[src/rtl/sqPkg.sv]
package sqPkg;
  localparam int FREQ_W = 11;

  typedef struct packed {
    logic trigger;
    logic lenLoad;
    logic freqLoWr;
    logic freqHiWr;
    logic lenTick;
    logic envTick;
    logic sweepTick;
  } sqStrobe_t;

  typedef struct packed {
    logic [1:0] duty;
    logic       counterMode;
    logic [3:0] envInit;
    logic       envUp;
    logic [2:0] envPeriod;
    logic [2:0] sweepTime;
    logic       sweepDown;
    logic [2:0] sweepShift;
  } sqCfg_t;
endpackage

[src/rtl/sqControl.sv]
module sqControl
  import sqPkg::*;
#(
  parameter int FRAME_DIV = 8192
) (
  input  logic       clk,
  input  logic       rstN,
  input  logic       wrEn,
  input  logic [2:0] regAddr,
  input  logic [7:0] wrData,
  output logic [7:0] rdData,
  output sqCfg_t     cfg,
  output sqStrobe_t  strb
);
  localparam int DIV_W = (FRAME_DIV > 1) ? $clog2(FRAME_DIV) : 1;
  localparam logic [DIV_W-1:0] DIV_LAST = DIV_W'(FRAME_DIV - 1);

  logic [6:0]       sweepReg;
  logic [1:0]       dutyReg;
  logic [7:0]       envReg;
  logic             modeReg;
  logic [DIV_W-1:0] divCnt;
  logic [2:0]       frameStep;
  logic             frameTick;

  assign frameTick = (divCnt == DIV_LAST);

  always_ff @(posedge clk) begin
    if (!rstN) begin
      sweepReg  <= '0;
      dutyReg   <= '0;
      envReg    <= '0;
      modeReg   <= 1'b0;
      divCnt    <= '0;
      frameStep <= '0;
    end else begin
      if (frameTick) begin
        divCnt    <= '0;
        frameStep <= frameStep + 3'd1;
      end else begin
        divCnt <= divCnt + 1'b1;
      end
      if (wrEn) begin
        case (regAddr)
          3'd0: sweepReg <= wrData[6:0];
          3'd1: dutyReg  <= wrData[7:6];
          3'd2: envReg   <= wrData;
          3'd4: modeReg  <= wrData[6];
          default: ;
        endcase
      end
    end
  end

  always_comb begin
    strb.trigger   = wrEn && (regAddr == 3'd4) && wrData[7];
    strb.lenLoad   = wrEn && (regAddr == 3'd1);
    strb.freqLoWr  = wrEn && (regAddr == 3'd3);
    strb.freqHiWr  = wrEn && (regAddr == 3'd4);
    strb.lenTick   = frameTick && !frameStep[0];
    strb.sweepTick = frameTick && (frameStep[1:0] == 2'd2);
    strb.envTick   = frameTick && (frameStep == 3'd7);
  end

  always_comb begin
    cfg.duty        = dutyReg;
    cfg.counterMode = modeReg;
    cfg.envInit     = envReg[7:4];
    cfg.envUp       = envReg[3];
    cfg.envPeriod   = envReg[2:0];
    cfg.sweepTime   = sweepReg[6:4];
    cfg.sweepDown   = sweepReg[3];
    cfg.sweepShift  = sweepReg[2:0];
  end

  always_comb begin
    case (regAddr)
      3'd0:    rdData = {1'b1, sweepReg};
      3'd1:    rdData = {dutyReg, 6'h3F};
      3'd2:    rdData = envReg;
      3'd4:    rdData = {1'b1, modeReg, 6'h3F};
      default: rdData = 8'hFF;
    endcase
  end
endmodule

[src/rtl/sqDatapath.sv]
module sqDatapath
  import sqPkg::*;
(
  input  logic       clk,
  input  logic       rstN,
  input  sqStrobe_t  strb,
  input  sqCfg_t     cfg,
  input  logic [7:0] wrData,
  output logic [3:0] amp,
  output logic       active,
  output logic [3:0] curVol
);
  localparam int TMR_W = FREQ_W + 3;

  logic [FREQ_W-1:0] freq, freqNext, delta, diff;
  logic [FREQ_W:0]   sum;
  logic [TMR_W-1:0]  timer, periodNext;
  logic [2:0]        pos, envTimer, sweepTimer;
  logic [5:0]        lenCnt;
  logic [3:0]        vol, highCnt;
  logic              sweepFire, sweepOvf, envFire;

  assign delta     = freq >> cfg.sweepShift;
  assign sum       = {1'b0, freq} + {1'b0, delta};
  assign diff      = freq - delta;
  assign sweepFire = !strb.trigger && strb.sweepTick && (cfg.sweepTime != 3'd0)
                     && (sweepTimer <= 3'd1);
  assign sweepOvf  = sweepFire && (cfg.sweepShift != 3'd0) && !cfg.sweepDown && sum[FREQ_W];
  assign envFire   = !strb.trigger && strb.envTick && (cfg.envPeriod != 3'd0)
                     && (envTimer <= 3'd1);

  always_comb begin
    freqNext = freq;
    if (sweepFire && (cfg.sweepShift != 3'd0) && !sweepOvf)
      freqNext = cfg.sweepDown ? diff : sum[FREQ_W-1:0];
    if (strb.freqLoWr) freqNext[7:0] = wrData;
    if (strb.freqHiWr) freqNext[FREQ_W-1:8] = wrData[FREQ_W-9:0];
  end

  assign periodNext = TMR_W'((12'd2048 - {1'b0, freqNext}) << 2);

  always_comb begin
    case (cfg.duty)
      2'b00:   highCnt = 4'd1;
      2'b01:   highCnt = 4'd2;
      2'b10:   highCnt = 4'd4;
      default: highCnt = 4'd6;
    endcase
  end

  assign amp    = (active && ({1'b0, pos} < highCnt)) ? vol : 4'd0;
  assign curVol = vol;

  always_ff @(posedge clk) begin
    if (!rstN) begin
      freq       <= '0;
      timer      <= '0;
      pos        <= '0;
      lenCnt     <= '0;
      vol        <= '0;
      envTimer   <= '0;
      sweepTimer <= '0;
      active     <= 1'b0;
    end else begin
      freq <= freqNext;
      if (strb.trigger) begin
        timer <= periodNext;
        pos   <= '0;
      end else if (timer <= TMR_W'(1)) begin
        timer <= periodNext;
        pos   <= pos + 3'd1;
      end else begin
        timer <= timer - 1'b1;
      end

      if (strb.lenLoad) lenCnt <= wrData[5:0];
      else if (strb.lenTick && cfg.counterMode && active) begin
        lenCnt <= lenCnt + 6'd1;
        if (lenCnt == 6'd63) active <= 1'b0;
      end

      if (strb.trigger) begin
        vol      <= cfg.envInit;
        envTimer <= cfg.envPeriod;
      end else if (envFire) begin
        envTimer <= cfg.envPeriod;
        if (cfg.envUp && vol != 4'd15) vol <= vol + 4'd1;
        else if (!cfg.envUp && vol != 4'd0) vol <= vol - 4'd1;
      end else if (strb.envTick && cfg.envPeriod != 3'd0) begin
        envTimer <= envTimer - 3'd1;
      end

      if (strb.trigger) sweepTimer <= cfg.sweepTime;
      else if (sweepFire) sweepTimer <= cfg.sweepTime;
      else if (strb.sweepTick && cfg.sweepTime != 3'd0) sweepTimer <= sweepTimer - 3'd1;

      if (sweepOvf) active <= 1'b0;
      if (strb.trigger) active <= 1'b1;
    end
  end
endmodule

[src/rtl/squareVoice.sv]
module squareVoice
  import sqPkg::*;
#(
  parameter int FRAME_DIV = 8192
) (
  input  logic       clk,
  input  logic       rstN,
  input  logic       wrEn,
  input  logic [2:0] regAddr,
  input  logic [7:0] wrData,
  output logic [7:0] rdData,
  output logic [3:0] amp,
  output logic       active
);
  sqStrobe_t  strb;
  sqCfg_t     cfg;
  logic [3:0] curVol;

  sqControl #(.FRAME_DIV(FRAME_DIV)) u_ctrl (
    .clk(clk), .rstN(rstN), .wrEn(wrEn), .regAddr(regAddr), .wrData(wrData),
    .rdData(rdData), .cfg(cfg), .strb(strb)
  );

  sqDatapath u_dp (
    .clk(clk), .rstN(rstN), .strb(strb), .cfg(cfg), .wrData(wrData),
    .amp(amp), .active(active), .curVol(curVol)
  );
endmodule

[config.mk]
export PLATFORM = sky130hd
export DESIGN_NAME = squareVoice
export DESIGN_NICKNAME = d
export VERILOG_FILES = /design/src/rtl/sqPkg.sv /design/src/rtl/sqControl.sv /design/src/rtl/sqDatapath.sv /design/src/rtl/squareVoice.sv
export SDC_FILE = /design/constraint.sdc
export NUM_CORES = 1
export LEC_CHECK = 0
export BUFFER_PORTS_ARGS = -buffer_cell sky130_fd_sc_hd__buf_4
export CORE_MARGIN = 2
export CORE_UTILIZATION = 35
export DETAILED_ROUTE_END_ITERATION = 6
export PLACE_DENSITY = 0.55
export SYNTH_ARGS = -nofsm -noshare
export SYNTH_HDL_FRONTEND = slang
export SYNTH_SLANG_ARGS = --single-unit
[constraint.sdc]
create_clock -name clk -period 11.77 [get_ports clk]
set_input_delay 1.7655 -clock clk [delete_from_list [all_inputs] [get_ports clk]]
set_output_delay 1.7655 -clock clk [all_outputs]
set_load 0.005 [all_outputs]
; After elaboration in Yosys (flattened, before gate mapping)
; Index checks and enable logic that the tools add are counted.
[op_classes]
add_sub_neg = 12
magnitude_cmp = 4
eq_ne = 12
n_shift = 1
muxes = 26
n_bitwise = 1
reduce_logical = 51
[op_table]
columns = operator, n
row1 = $pmux W8 S4, 1
row2 = $mux W14, 2
row3 = $logic_and A1 B1 Y1, 24
row4 = $reduce_bool A3 Y1, 8
row5 = $mux W11, 2
row6 = $mux W3, 7
row7 = $mux W4, 5
row8 = $le A14 B1 Y1 const B, 1
row9 = $sub A14 B1 Y14 const B, 1
row10 = $add A13 B1 Y13 const B, 1
row11 = $eq A13 B13 Y1 const B, 1
row12 = $add A11 B11 Y12, 1
row13 = $mux W6, 2
row14 = $sub A12 B11 Y12 const A, 1
row15 = $shr A11 B3 Y11, 1
row16 = $sub A11 B11 Y11, 1
row17 = $reduce_and A2 Y1, 5
row18 = $pmux W3 S3, 1
row19 = $mux W8, 1
row20 = $add A3 B1 Y3 const B, 2
row21 = $add A6 B1 Y6 const B, 1
row22 = $eq A3 B2 Y1 const B, 2
row23 = $eq A3 B3 Y1 const B, 2
row24 = $eq A6 B6 Y1 const B, 1
row25 = other kinds (20), 33
[totals]
regBits = 79
input_bits = 14

; Logic depth before layout (Yosys ltp)
[depth]
ltp_word = 17
mapped_depth = 20

; Modules after synthesis
; A second synthesis with hierarchy kept.
[unflattened]
hier_cells = 694
hier_area_um2 = 5835.6
[by_module_without_submodules]
columns = module, instances, cells_per_inst, area_per_inst_um2, seq_area_each_um2
row1 = sqDatapath, 1, 519, 4147.7, 900.9
row2 = sqControl, 1, 175, 1687.9, 680.7

; Worst setup path after synthesis
; OpenSTA, ideal clock, no wires.
[synth_path]
path_kind = input -> output
from = input regAddr[0]
to = output rdData[6]
arrival_ns = 2.419
t_required_ns = 10.005
path_slack_ns = 7.586
cell_stages = 5
cell_sequence = clkbuf_1 -> nor2_1 -> a21oi_1 -> o22ai_1 -> o21ai_0
[synth_via]
elab_chain_len = 2
word_cells_on_any_way = 5
cone_classes = 3 x eq/ne / 1 x mux / 1 x reduce/logical
[synth_lines]
columns = element, line_no
row1 = start: declaration, squareVoice.sv:9  ; input logic [2:0] regAddr,
row2 = "$eq A3 B3 Y1, or another cell as far along", sqControl.sv:77  ; case (regAddr)
row3 = $pmux W8 S4 (*), sqControl.sv:77
row4 = end: declaration, squareVoice.sv:11  ; output logic [7:0] rdData,
; Mark *: on every way between the ends. The rest lies on a longest branch, timed or not.

; Final worst setup path
[layout_path]
from = register u_ctrl.sweepReg[1]
to = register u_dp.timer[8]
[layout_via]
elab_chain_len = 11
word_cells_on_any_way = 15
cone_classes = 3 x add/sub / 1 x shift / 5 x mux / 6 x reduce/logical
[layout_lines]
columns = element, line_no
row1 = start: declaration, sqControl.sv:18  ; logic [6:0] sweepReg;
row2 = start signal: assignment, sqControl.sv:45  ; 3'd0: sweepReg <= wrData[6:0];
row3 = "parallel branches: the longest is 6 deep, another holds $add A11 B11 Y12", n/a
row4 = $mux W11 (*), sqDatapath.sv:34  ; if (sweepFire && (cfg.sweepShift != 3'd0) && !sweepOvf)
row5 = $mux W8 (*), sqDatapath.sv:36  ; if (strb.freqLoWr) freqNext[7:0] = wrData;
row6 = $sub A12 B11 Y12 (*), sqDatapath.sv:40  ; assign periodNext = TMR_W'((12'd2048 - {1'b0, freqNext}) << 2);
row7 = $mux W14, sqDatapath.sv:69  ; end else if (timer <= TMR_W'(1)) begin
row8 = $mux W14 (*), sqDatapath.sv:66  ; if (strb.trigger) begin
row9 = end signal: assignment, sqDatapath.sv:67  ; timer <= periodNext;
row10 = end signal: assignment, sqDatapath.sv:70  ; timer <= periodNext;
row11 = end signal: assignment, sqDatapath.sv:73  ; timer <= timer - 1'b1;
row12 = end: declaration, sqDatapath.sv:17  ; logic [TMR_W-1:0] timer, periodNext;
; Every way passes the cells marked *.
; A chain may end at the register's enable or synchronous reset.

==> out/metrics.yaml <==
clocking:
  worstSkewPairLatency_ns: 0.35
  cts_buffer_depth: 2
  cts_tree: "yes"
  cts_resized: 0
  cts.sinks: 79
  ctsHoldBuffers: 0
  clkSlewWorstSetupHoldPaths_ns: 0.07
  cts-root-buf: "clkbuf_16"
  post_cts_buffers: 0
  cts_buffers: 9
  htree_levels: 3
power_and_ir_drop:
  swShare: 0.325
  p_comb_frac: 0.248
  power_switching_mw: 0.266
  ir_drop_uv: 84.0
  p_per_area_nw_per_um2: 130
  p_clk_frac: 0.357
  leakage_nw: 2.48
  p_int_mw: 0.553
  seqPwrFrac: 0.395
layout:
  syn_to_final_growth_pct: 11.7
  seqCellArea_um2: 1580
  n_antenna_cell: 0
  drive_above_1_share: 0.105
  nFillCells: 1615
  nNetsFinal: 776
  multi_input_area_um2: 3820
synth:
  yosysMostFrequentCell: "nor2_1"
  synthTopCellsByCount: "nor2_1, nand2_1, dfxtp_1"
  synthArstFlopShare: 0
  avgSynthCellArea_um2: 7.96
  synth-seq-cells: 79
  yosys.area.top_type: "dfxtp_1"
  synth-edff-count: 0
  synthCells: 711
  syn-num-nets: 769
  seq_area_frac_synth: 0.280
  synth_ff_type: "dfxtp_1"
  synthTopCellsByArea: "dfxtp_1, ha_1, nor2_1"
  syn_area_um2: 5660
  synth.distinct_cells: 71
  synth_top_area_share: 0.280
  yosys_warnings: 0
die:
  pin_count: 27
  start_util: 0.357
  die_x_um: 131
  fp.dieArea_um2: 17200
  num_rows: 46
  die_h_um: 131
  core_um2: 15800
min_path:
  hp-class: "reg2reg"
critical_path:
  crit_required_ns: 12.02
  critical_path_arrival_ns: 5.10
  start_kind: "register"
  path_max_fanout: 21
  worst-setup-path-type: "reg2reg"
  crit_path_end_kind: "register"
detailed_routing:
  drtIter0Drc: 223
  drt-pass1-iter-count: 4
  vias_per_cell: 5.35
  drcViolationCount: 0
  antenna_left: 0
  totalWireLength_um: 14800
  vias: 5021
  wire_per_inst_um: 15.8
grt:
  overflow: 0
  grt_usage: 0.172
  grt_pass1_wl_um: 24100
  grt_max_degree: 55
  grt_pass1_vias: 4841
  grt_antenna_before_repair: 0
timing:
  slew_violations: 0
  timing.final.crit_share: 0.412
  fmax_ghz: 0.206
  worst_slew_pin_slew_ns: 1.02
  worst_slack_ns: 6.93
  rsz0062_at_grt: "false"
  setup_viol: 0
  period_needed_ns: 4.84
  maxSlewHeadroom: 0.310
  timing.hold.ws_ns: 0.461
  final_hold_viol_count: 0
  finalSetupTns_ns: 0
  finalClockSkew_ns: 0.00653
placed_design:
  place_ws_ns: 6.94
  gp_congestion: 0.854
  place_hpwl_um: 11000
  io_buffers: 26
run_status:
  status: "finished clean"
flow_run:
  max-cap-violations: 0
layer usage:
metal	share of wire	GRT usage	up-vias
li1	-	-	2502
met1	0.49	0.228	2395
met2	0.45	0.276	99
met3	0.046	0.0351	25
met4	0.021	0.0676	0
met5	0	0	-
cell usage in the layout, fill, tap and decap left out, types with 4 or more instances in the layout:
master	count
o31ai_1	5
nand2b_1	12
nor2b_1	11
or3_1	5
ha_1	41
mux2i_1	32
o211ai_1	6
a21oi_1	48
nor3b_1	4
nor2_1	95
o21ai_0	25
nand3_1	23
or2_2	4
nor3_1	9
nor4_1	8
nand2_1	80
o21ai_1	9
xor2_1	22
o22ai_1	5
xnor2_1	23
a211oi_1	18
inv_1	32
and2_1	7
nand4_1	5
clkbuf_16	9
buf_4	29
dfxtp_1	79
and3_1	5
nand3b_1	4
metrics by stage:
step	instances	utilization	total power [mW]	instance area (µm²)
after CTS	939	0.399	0.827	6320
after global routing	939	0.399	0.869	6320
after floorplan	711	-	0.482	5660
after detailed placement	923	0.380	0.531	6010
final	939	0.399	0.819	6320
after global placement	923	0.380	0.527	6010
layout make-up:
cell class | count | area share
Clock inverter | 6 | 0.0107
Sequential cell | 79 | 0.250
Inverter | 33 | 0.0196
Clock buffer | 10 | 0.0378
Multi-Input combinational cell | 566 | 0.604
Timing Repair Buffer | 29 | 0.0345
Tap cell | 216 | 0.0428
worst paths after layout:
check,startpoint,end,slack (ns),cells after the start
worst max register to register,u_ctrl.sweepReg[1],u_dp.timer[8],6.93,17
worst max-delay path,u_ctrl.sweepReg[1],u_dp.timer[8],6.93,17
worst min register to register,u_ctrl.frameStep[2],u_ctrl.frameStep[2],0.46,2
worst min-delay path,u_ctrl.frameStep[2],u_ctrl.frameStep[2],0.46,2
critical path, cell delays in order, from the launching register on:
cell and delay [ns]:
dfxtp_1 0.76, mux2_2 0.42, nor2_1 0.09, a211oi_1 0.06, a21oi_1 0.30, inv_1 0.13, ha_1 0.19, or2_2 0.30
o211ai_1 0.31, a211oi_1 0.27, a211oi_4 0.25, buf_4 0.31, nor2_2 0.09, a221oi_4 0.26, ha_1 0.26, nand3_2 0.14
or3_1 0.33, a311oi_1 0.25
power groups by stage:
stage	Clock [mW]	Combinational [mW]	Sequential, mW
after detailed placement	0	0.203	0.328
after floorplan	0	0.162	0.320
final	0.292	0.203	0.324
after CTS	0.300	0.204	0.323
after global placement	0	0.200	0.327
after global routing	0.311	0.231	0.327
kinds of logic (layout without fill, tap and decap cells):
family,after synthesis,after routing,synth area share
xor+xnor,45,45,0.0697
fa+ha+maj,44,44,0.101
buf+inv,66,78,0.0458
compound gates,152,152,0.183
mux,37,37,0.0706
flops,79,79,0.280
simple gates,288,288,0.250
state kept, by name, summed over array words and instances, names as in the netlist:
signal / cells
u_ctrl.modeReg: 1
u_dp.sweepTimer: 3
u_dp.envTimer: 3
u_ctrl.sweepReg: 7
u_dp.active: 1
u_ctrl.envReg: 8
u_ctrl.dutyReg: 2
u_dp.pos: 3
u_dp.lenCnt: 6
u_ctrl.frameStep: 3
u_ctrl.divCnt: 13
u_dp.timer: 14
u_dp.curVol: 4
u_dp.freq: 11
Note: power is estimated with default switching activity, not from simulation.
